File: src/rtl/twe_pkg.sv
`timescale 1ns/1ps
package twe_pkg;
    localparam int BYTE_W = 8;
    localparam logic [3:0] DEV_CODE = 4'b1010;

    typedef enum logic [2:0] {
        ST_IDLE,
        ST_CTRL,
        ST_ADDR,
        ST_WDATA,
        ST_ACK,
        ST_RDATA,
        ST_MACK,
        ST_SKIP
    } twe_state_e;
endpackage

File: src/rtl/twe_line_sync.sv
`timescale 1ns/1ps
module twe_line_sync #(
    parameter int LINES  = 2,
    parameter int STAGES = 2
) (
    input  logic             clk,
    input  logic             rst_n,
    input  logic [LINES-1:0] raw_i,
    output logic [LINES-1:0] lvl_o,
    output logic [LINES-1:0] prv_o
);
    for (genvar g = 0; g < LINES; g++) begin : g_line
        logic [STAGES:0] chain_q;
        always_ff @(posedge clk or negedge rst_n) begin
            if (!rst_n) chain_q <= '1;
            else        chain_q <= {chain_q[STAGES-1:0], raw_i[g]};
        end
        assign lvl_o[g] = chain_q[STAGES-1];
        assign prv_o[g] = chain_q[STAGES];
    end
endmodule

File: src/rtl/twe_byte_store.sv
`timescale 1ns/1ps
module twe_byte_store #(
    parameter int DEPTH = 256,
    parameter int DW    = 8,
    localparam int AW   = $clog2(DEPTH)
) (
    input  logic          clk,
    input  logic          rst_n,
    input  logic          we_i,
    input  logic [AW-1:0] waddr_i,
    input  logic [DW-1:0] wdata_i,
    input  logic [AW-1:0] raddr_i,
    output logic [DW-1:0] rdata_o
);
    logic [DW-1:0] cell_q [DEPTH];

    always_ff @(posedge clk or negedge rst_n) begin
        if (!rst_n) begin
            for (int i = 0; i < DEPTH; i++) cell_q[i] <= '0;
        end else if (we_i) begin
            cell_q[waddr_i] <= wdata_i;
        end
    end

    assign rdata_o = cell_q[raddr_i];
endmodule

File: src/rtl/twe_prog_timer.sv
`timescale 1ns/1ps
module twe_prog_timer #(
    parameter int CYCLES = 50000,
    localparam int CW    = $clog2(CYCLES + 1)
) (
    input  logic clk,
    input  logic rst_n,
    input  logic go_i,
    output logic busy_o
);
    logic [CW-1:0] cnt_d, cnt_q;

    always_comb begin
        cnt_d = cnt_q;
        if (go_i)              cnt_d = CW'(CYCLES);
        else if (cnt_q != '0)  cnt_d = cnt_q - 1'b1;
    end

    always_ff @(posedge clk or negedge rst_n) begin
        if (!rst_n) cnt_q <= '0;
        else        cnt_q <= cnt_d;
    end

    assign busy_o = (cnt_q != '0);

    // the window shrinks by one each clock until it ends
    p_countdown_r6: assert property (@(posedge clk) disable iff (!rst_n)
        (busy_o && !go_i) |=> (cnt_q == $past(cnt_q) - 1'b1));
endmodule

File: src/rtl/twe_eeprom_target.sv
`timescale 1ns/1ps
module twe_eeprom_target #(
    parameter int MEM_DEPTH   = 256,
    parameter int PROG_CYCLES = 50000,
    parameter int SYNC_STAGES = 2
) (
    input  logic       clk,
    input  logic       rst_n,
    input  logic       scl_i,
    input  logic       sda_i,
    input  logic [2:0] strap_i,
    output logic       sda_pull_o
);
    import twe_pkg::*;

    localparam int AW = $clog2(MEM_DEPTH);
    localparam int CW = $clog2(BYTE_W + 1);

    typedef struct packed {
        twe_state_e        state;
        twe_state_e        nxt;
        logic [CW-1:0]     cnt;
        logic [BYTE_W-1:0] shift;
        logic [BYTE_W-1:0] tx;
        logic [AW-1:0]     ptr;
        logic [BYTE_W-1:0] wdata;
        logic              wr_pend;
        logic              mack;
        logic              pull;
    } regs_t;

    regs_t d, q;

    logic [1:0] lvl, prv;
    logic scl_s, sda_s, scl_p, sda_p;
    logic start_det, stop_det, scl_rise, scl_fall;
    logic mem_we, prog_go, prog_busy;
    logic [BYTE_W-1:0] rd_byte;

    twe_line_sync #(.LINES(2), .STAGES(SYNC_STAGES)) u_sync (
        .clk(clk), .rst_n(rst_n), .raw_i({scl_i, sda_i}),
        .lvl_o(lvl), .prv_o(prv)
    );

    assign {scl_s, sda_s} = lvl;
    assign {scl_p, sda_p} = prv;
    assign start_det = scl_s && scl_p && sda_p && !sda_s;
    assign stop_det  = scl_s && scl_p && !sda_p && sda_s;
    assign scl_rise  = scl_s && !scl_p;
    assign scl_fall  = !scl_s && scl_p;

    twe_byte_store #(.DEPTH(MEM_DEPTH), .DW(BYTE_W)) u_store (
        .clk(clk), .rst_n(rst_n), .we_i(mem_we), .waddr_i(q.ptr),
        .wdata_i(q.wdata), .raddr_i(q.ptr), .rdata_o(rd_byte)
    );

    twe_prog_timer #(.CYCLES(PROG_CYCLES)) u_timer (
        .clk(clk), .rst_n(rst_n), .go_i(prog_go), .busy_o(prog_busy)
    );

    always_comb begin
        d       = q;
        mem_we  = 1'b0;
        prog_go = 1'b0;
        if (start_det) begin
            d.state   = ST_CTRL;
            d.cnt     = '0;
            d.pull    = 1'b0;
            d.wr_pend = 1'b0;
        end else if (stop_det) begin
            if (q.wr_pend) begin
                mem_we  = 1'b1;
                prog_go = 1'b1;
                d.ptr   = q.ptr + 1'b1;
            end
            d.state   = ST_IDLE;
            d.pull    = 1'b0;
            d.wr_pend = 1'b0;
        end else begin
            case (q.state)
                ST_CTRL, ST_ADDR, ST_WDATA: begin
                    if (scl_rise && q.cnt < CW'(BYTE_W)) begin
                        d.shift = {q.shift[BYTE_W-2:0], sda_s};
                        d.cnt   = q.cnt + 1'b1;
                    end
                    if (scl_fall && q.cnt == CW'(BYTE_W)) begin
                        d.state = ST_ACK;
                        d.pull  = 1'b1;
                        if (q.state == ST_CTRL) begin
                            d.nxt = q.shift[0] ? ST_RDATA : ST_ADDR;
                            if (q.shift[7:1] != {DEV_CODE, strap_i} || prog_busy) begin
                                d.state = ST_SKIP;
                                d.pull  = 1'b0;
                            end
                        end else if (q.state == ST_ADDR) begin
                            d.ptr = q.shift[AW-1:0];
                            d.nxt = ST_WDATA;
                        end else begin
                            d.wdata   = q.shift;
                            d.wr_pend = 1'b1;
                            d.nxt     = ST_SKIP;
                        end
                    end
                end
                ST_ACK: begin
                    if (scl_fall) begin
                        d.pull  = 1'b0;
                        d.cnt   = '0;
                        d.state = q.nxt;
                        if (q.nxt == ST_RDATA) begin
                            d.tx   = rd_byte;
                            d.ptr  = q.ptr + 1'b1;
                            d.pull = !rd_byte[BYTE_W-1];
                        end
                    end
                end
                ST_RDATA: begin
                    if (scl_rise) d.cnt = q.cnt + 1'b1;
                    if (scl_fall) begin
                        if (q.cnt == CW'(BYTE_W)) begin
                            d.pull  = 1'b0;
                            d.state = ST_MACK;
                        end else begin
                            d.tx   = q.tx << 1;
                            d.pull = !q.tx[BYTE_W-2];
                        end
                    end
                end
                ST_MACK: begin
                    if (scl_rise) d.mack = !sda_s;
                    if (scl_fall) begin
                        if (q.mack) begin
                            d.state = ST_RDATA;
                            d.cnt   = '0;
                            d.tx    = rd_byte;
                            d.ptr   = q.ptr + 1'b1;
                            d.pull  = !rd_byte[BYTE_W-1];
                        end else begin
                            d.state = ST_SKIP;
                        end
                    end
                end
                default: d.pull = 1'b0;
            endcase
        end
    end

    always_ff @(posedge clk or negedge rst_n) begin
        if (!rst_n) begin
            q       <= '0;
            q.state <= ST_IDLE;
            q.nxt   <= ST_IDLE;
        end else begin
            q <= d;
        end
    end

    assign sda_pull_o = q.pull;

    // a START always restarts control-byte decoding
    p_start_restart_r1: assert property (@(posedge clk) disable iff (!rst_n)
        start_det |=> (q.state == ST_CTRL && q.cnt == '0));
    // a STOP leaves the target idle with the line released
    p_stop_release_r2: assert property (@(posedge clk) disable iff (!rst_n)
        stop_det |=> (q.state == ST_IDLE && !sda_pull_o));
    // the bit counter never runs past one byte
    p_bitcount_r4: assert property (@(posedge clk) disable iff (!rst_n)
        q.cnt <= CW'(BYTE_W));
    // a storing STOP opens the programming window
    p_store_busy_r5: assert property (@(posedge clk) disable iff (!rst_n)
        (stop_det && q.wr_pend) |=> prog_busy);
    // nothing is driven during the programming window
    p_quiet_busy_r6: assert property (@(posedge clk) disable iff (!rst_n)
        prog_busy |-> !sda_pull_o);
    // drive changes follow a low SCL
    p_scl_low_change_r9: assert property (@(posedge clk) disable iff (!rst_n)
        !$stable(sda_pull_o) |-> !scl_p);
endmodule

File: config.mk
export PLATFORM = sky130hd
export DESIGN_NAME = twe_eeprom_target
export DESIGN_NICKNAME = d
export VERILOG_FILES = /design/src/rtl/twe_pkg.sv /design/src/rtl/twe_line_sync.sv /design/src/rtl/twe_byte_store.sv /design/src/rtl/twe_prog_timer.sv /design/src/rtl/twe_eeprom_target.sv
export SDC_FILE = /design/constraint.sdc
export NUM_CORES = 2
export LEC_CHECK = 0
export CAP_MARGIN = 20
export CORE_UTILIZATION = 50
export CTS_CLUSTER_DIAMETER = 80
export DETAILED_ROUTE_END_ITERATION = 8
export DONT_BUFFER_PORTS = 1
export GPL_TIMING_DRIVEN = 1
export PLACE_DENSITY = 0.76
export RECOVER_POWER = 25
export SLEW_MARGIN = 20
export SYNTH_ARGS = -nofsm -noshare
export SYNTH_HDL_FRONTEND = slang
export SYNTH_SLANG_ARGS = --single-unit
File: constraint.sdc
create_clock -name clk -period 4.06 [get_ports clk]
set_input_delay 0.203 -clock clk [delete_from_list [all_inputs] [get_ports clk]]
set_output_delay 0.203 -clock clk [all_outputs]
set_load 0.02 [all_outputs]
==> results.md <==
- Status: finished, violations left
- Failing checks: capacitance limit, slew limit
- Largest net degree at the start of global routing: around 240
- F_max: 0.266 GHz
- Max Fanout on Critical Path: 25
- Post-route setup slack: between 0.3 and 0.4 ns
- Max-Cap Viols: 2
- Pwr dens: just under 400 mW/mm2
- CTS root buf: clkbuf_16
- R2r setup slk: a little over 0.3 ns
- Via count: slightly below 60,000
- Footprint of the multi-input gates: approximately 0.042 mm2
- Mapped cell area: 0.0971 mm2
- Final Util: 0.566
- Syn Area/Cell: 15.1 um2
- Post-CTS Resized: 0
- Cell with the most instances after synthesis: dfrtp_1
- Share of async-settable or async-resettable flops after synthesis: 1.00
- Crit. End Element: register
- CTS tree: built
- Slew HR: -0.443
- Mapped Cells: 6,423
- Area of the die: 0.196 mm2
- DRT Wirelength: roughly 270,000 um
- R2R cell count: 11
- Detail Route Antenna Nets: 0
- Worst-Margin Slew: roughly 2.2 ns
- Post-CTS Setup Inserts: 0
- Worst Path Arrival: 4.53 ns
- Core area: 0.193 mm2
- Largest cells by area after synthesis: dfrtp_1 54%, mux2_2 24%, mux4_2 11%
- Dpl hpwl: ~180,000 um
- Row count: approximately 160
- Final Max Slew Viols: 96
- Leak: 51.1 nW
- Top-area cell type share of the netlist area: 0.544
- Synth Warn #: 0
- Peak supply drop: 0.443 mV
- Initial Util: 0.504
- Port bufs: 0
- GP Congestion: 0.980
- Library cells used by synthesis: 83
- Drc violations: 0
- Crit path time final: roughly 3.8 ns
- Crit share post-route: 0.924
- RSZ-0062 raised after global routing: no
- Endpoints failing setup: 0
- TritonCTS buffer count: between 200 and 250
- Critical Path RT: ~4.8 ns
- Global-route wire length before repair: 410,000 um
- FF/Latch Area: 0.0530 mm2
- Post-synth EDFFs: 0
- CP Class: register to register
- Crit start category: register
- Clock-pin slew of the registers on the worst-case setup and hold paths: around 0.070 ns
- Pre-antenna DRT Iters: 6
- Via density: 6.45
- Place WS: ~0.45 ns
- Clk buf depth: 3
- Die height: ~440 um
- Grt total ovfl: 0
- Hold buffers post-CTS: 9
- Top_reg_cell synth: dfrtp_1
- Ports: 8
- Overall routing resource usage: 0.278
- H-tree depth: 4
- Clk_lat worst skew: a little under 0.9 ns
- Die X: around 440 um
- Area Growth Syn to Fin: 12.2%
- Initial antenna violation count: 6
- Synth area leader: dfrtp_1
- Avg WL per Cell: around 30 um
- Ratio of cells with drive above 1 in the final layout: 0.498
- Post-synth top cells: 2,108 x dfrtp_1, 2,083 x mux2_2, 471 x mux4_2
- Initial drt markers: 5,656
- Seq/Total Area, Yosys: 0.545
- Hold WC Path Type: input port to async pin
- Final hold vios: 0
- Register bit total from synthesis: about 2,100
- Clock skew: between 0.04 and 0.05 ns
- Fin Setup TNS: 0 ns
- Fin nets: about 6,500
- Clock sink total: 2,114
- Layout fillers: approximately 15,000
- Vias in the first global route: about 61,000
- Syn nets: between 6,000 and 7,000
## report_power, final
group | switching [mW] | internal (mW) | total (mW) | leakage (nW)
sequential | 0.165 | 21.2 | 21.4 | 29.5
combinational | 0.587 | 0.219 | 0.806 | 17.9
clock | 8.50 | 12.2 | 20.7 | 3.68
total | 9.25 | 33.6 | 42.9 | 51.1
## worst paths after layout
| kind | from | to |
|---|---|---|
| min in group clk | sda_i | u_sync.g_line[0].chain_q[0] |
| setup reg to reg | q[13] | q[23] |
| max in group asynchronous | rst_n | u_store.cell_q[329] |
| hold / removal | rst_n | u_store.cell_q[1086] |
| hold reg to reg | u_sync.g_line[0].chain_q[1] | u_sync.g_line[0].chain_q[2] |
| setup / recovery | q[13] | q[23] |
## worst max-delay path, stage by stage (launching register included)
cell and delay [ns]:
dfrtp_4 0.72, buf_12 0.26, buf_4 0.29, mux4_2 0.25
mux2i_1 0.11, buf_4 0.19, a2111oi_0 0.81, buf_4 0.26
a22o_1 0.16, a31oi_1 0.09, buf_4 0.20, a221oi_1 0.28
## sequential cells by signal, indices dropped and copies added (netlist names)
signal / flops
u_timer.cnt_q: 16
u_store.cell_q: 2048
q: 43
sda_pull_o: 1
u_sync.g_line.chain_q: 6
## logic make-up after synthesis
logic type,synth area share
AO/OA/AOI/OAI,0.0277
AND/OR/NAND/NOR,0.0321
XOR/XNOR,0.00126
multiplexers,0.369
buffers and inverters,0.0236
flip-flops,0.545
adder cells (fa/ha/maj),0.00103
## area by class of cell
class                   instances  share of cell area
diodes                          9            0.000207
clock buffers                 323              0.0592
clock inverters                68             0.00953
inverters                      17            0.000586
multi-input cells            3809               0.385
flip-flops and latches       2114               0.486
well taps                    2526              0.0290
repair buffers                332              0.0302
## through the flow
stage / area, um2 / hold WS [ns] / power (mW) / std cells
after floorplan: 97100 / -0.0926 / 22.0 / 6423
after global placement: 101000 / -0.0880 / 22.5 / 8778
after detailed placement: 101000 / -0.0879 / 22.5 / 8781
after CTS: 109000 / 0.293 / 43.1 / 9181
after global routing: 109000 / 0.0322 / 44.1 / 9191
final: 109000 / 0.0195 / 42.9 / 9198
## layout by cell type (no fill, tap or decap), types with 8 or more instances in the layout
cell | Yosys | final
clkbuf_1 | 337 | 44
buf_4 | 32 | 265
a22o_1 | 12 | 12
clkinv_2 | 0 | 29
dfrtp_4 | 0 | 12
nor4_1 | 11 | 12
nor2_2 | 51 | 53
o211ai_1 | 13 | 13
mux2_2 | 2083 | 2083
mux2i_1 | 176 | 176
bufinv_16 | 0 | 20
clkbuf_16 | 0 | 214
clkbuf_8 | 0 | 68
and3_1 | 13 | 13
nor2b_1 | 20 | 14
diode_2 | 0 | 9
ha_1 | 8 | 8
a22oi_1 | 62 | 62
o21ai_0 | 57 | 57
nor3_1 | 28 | 26
xnor2_1 | 9 | 9
buf_12 | 2 | 38
nand2_1 | 304 | 304
buf_16 | 0 | 16
a31oi_1 | 18 | 18
o22ai_1 | 51 | 51
nand4_1 | 13 | 13
inv_1 | 16 | 15
dfrtp_1 | 2108 | 2094
or3_1 | 8 | 8
nor2_1 | 118 | 115
a221oi_1 | 10 | 10
nand2b_1 | 10 | 10
a211oi_1 | 16 | 16
and2_1 | 19 | 18
a21oi_1 | 59 | 59
o2111ai_1 | 16 | 16
o31ai_1 | 8 | 8
mux4_2 | 471 | 471
nand3_1 | 39 | 39
## layer usage
layer,part of all wire,global-route usage,vias to the layer above,routed length (um)
met2,0.45,0.419,2418,123000
met1,0.41,0.381,32144,111000
met5,0,0,-,0
li1,-,-,24111,-
met3,0.084,0.0710,684,22800
met4,0.053,0.127,0,14300
(Power assumes the default switching activity.)
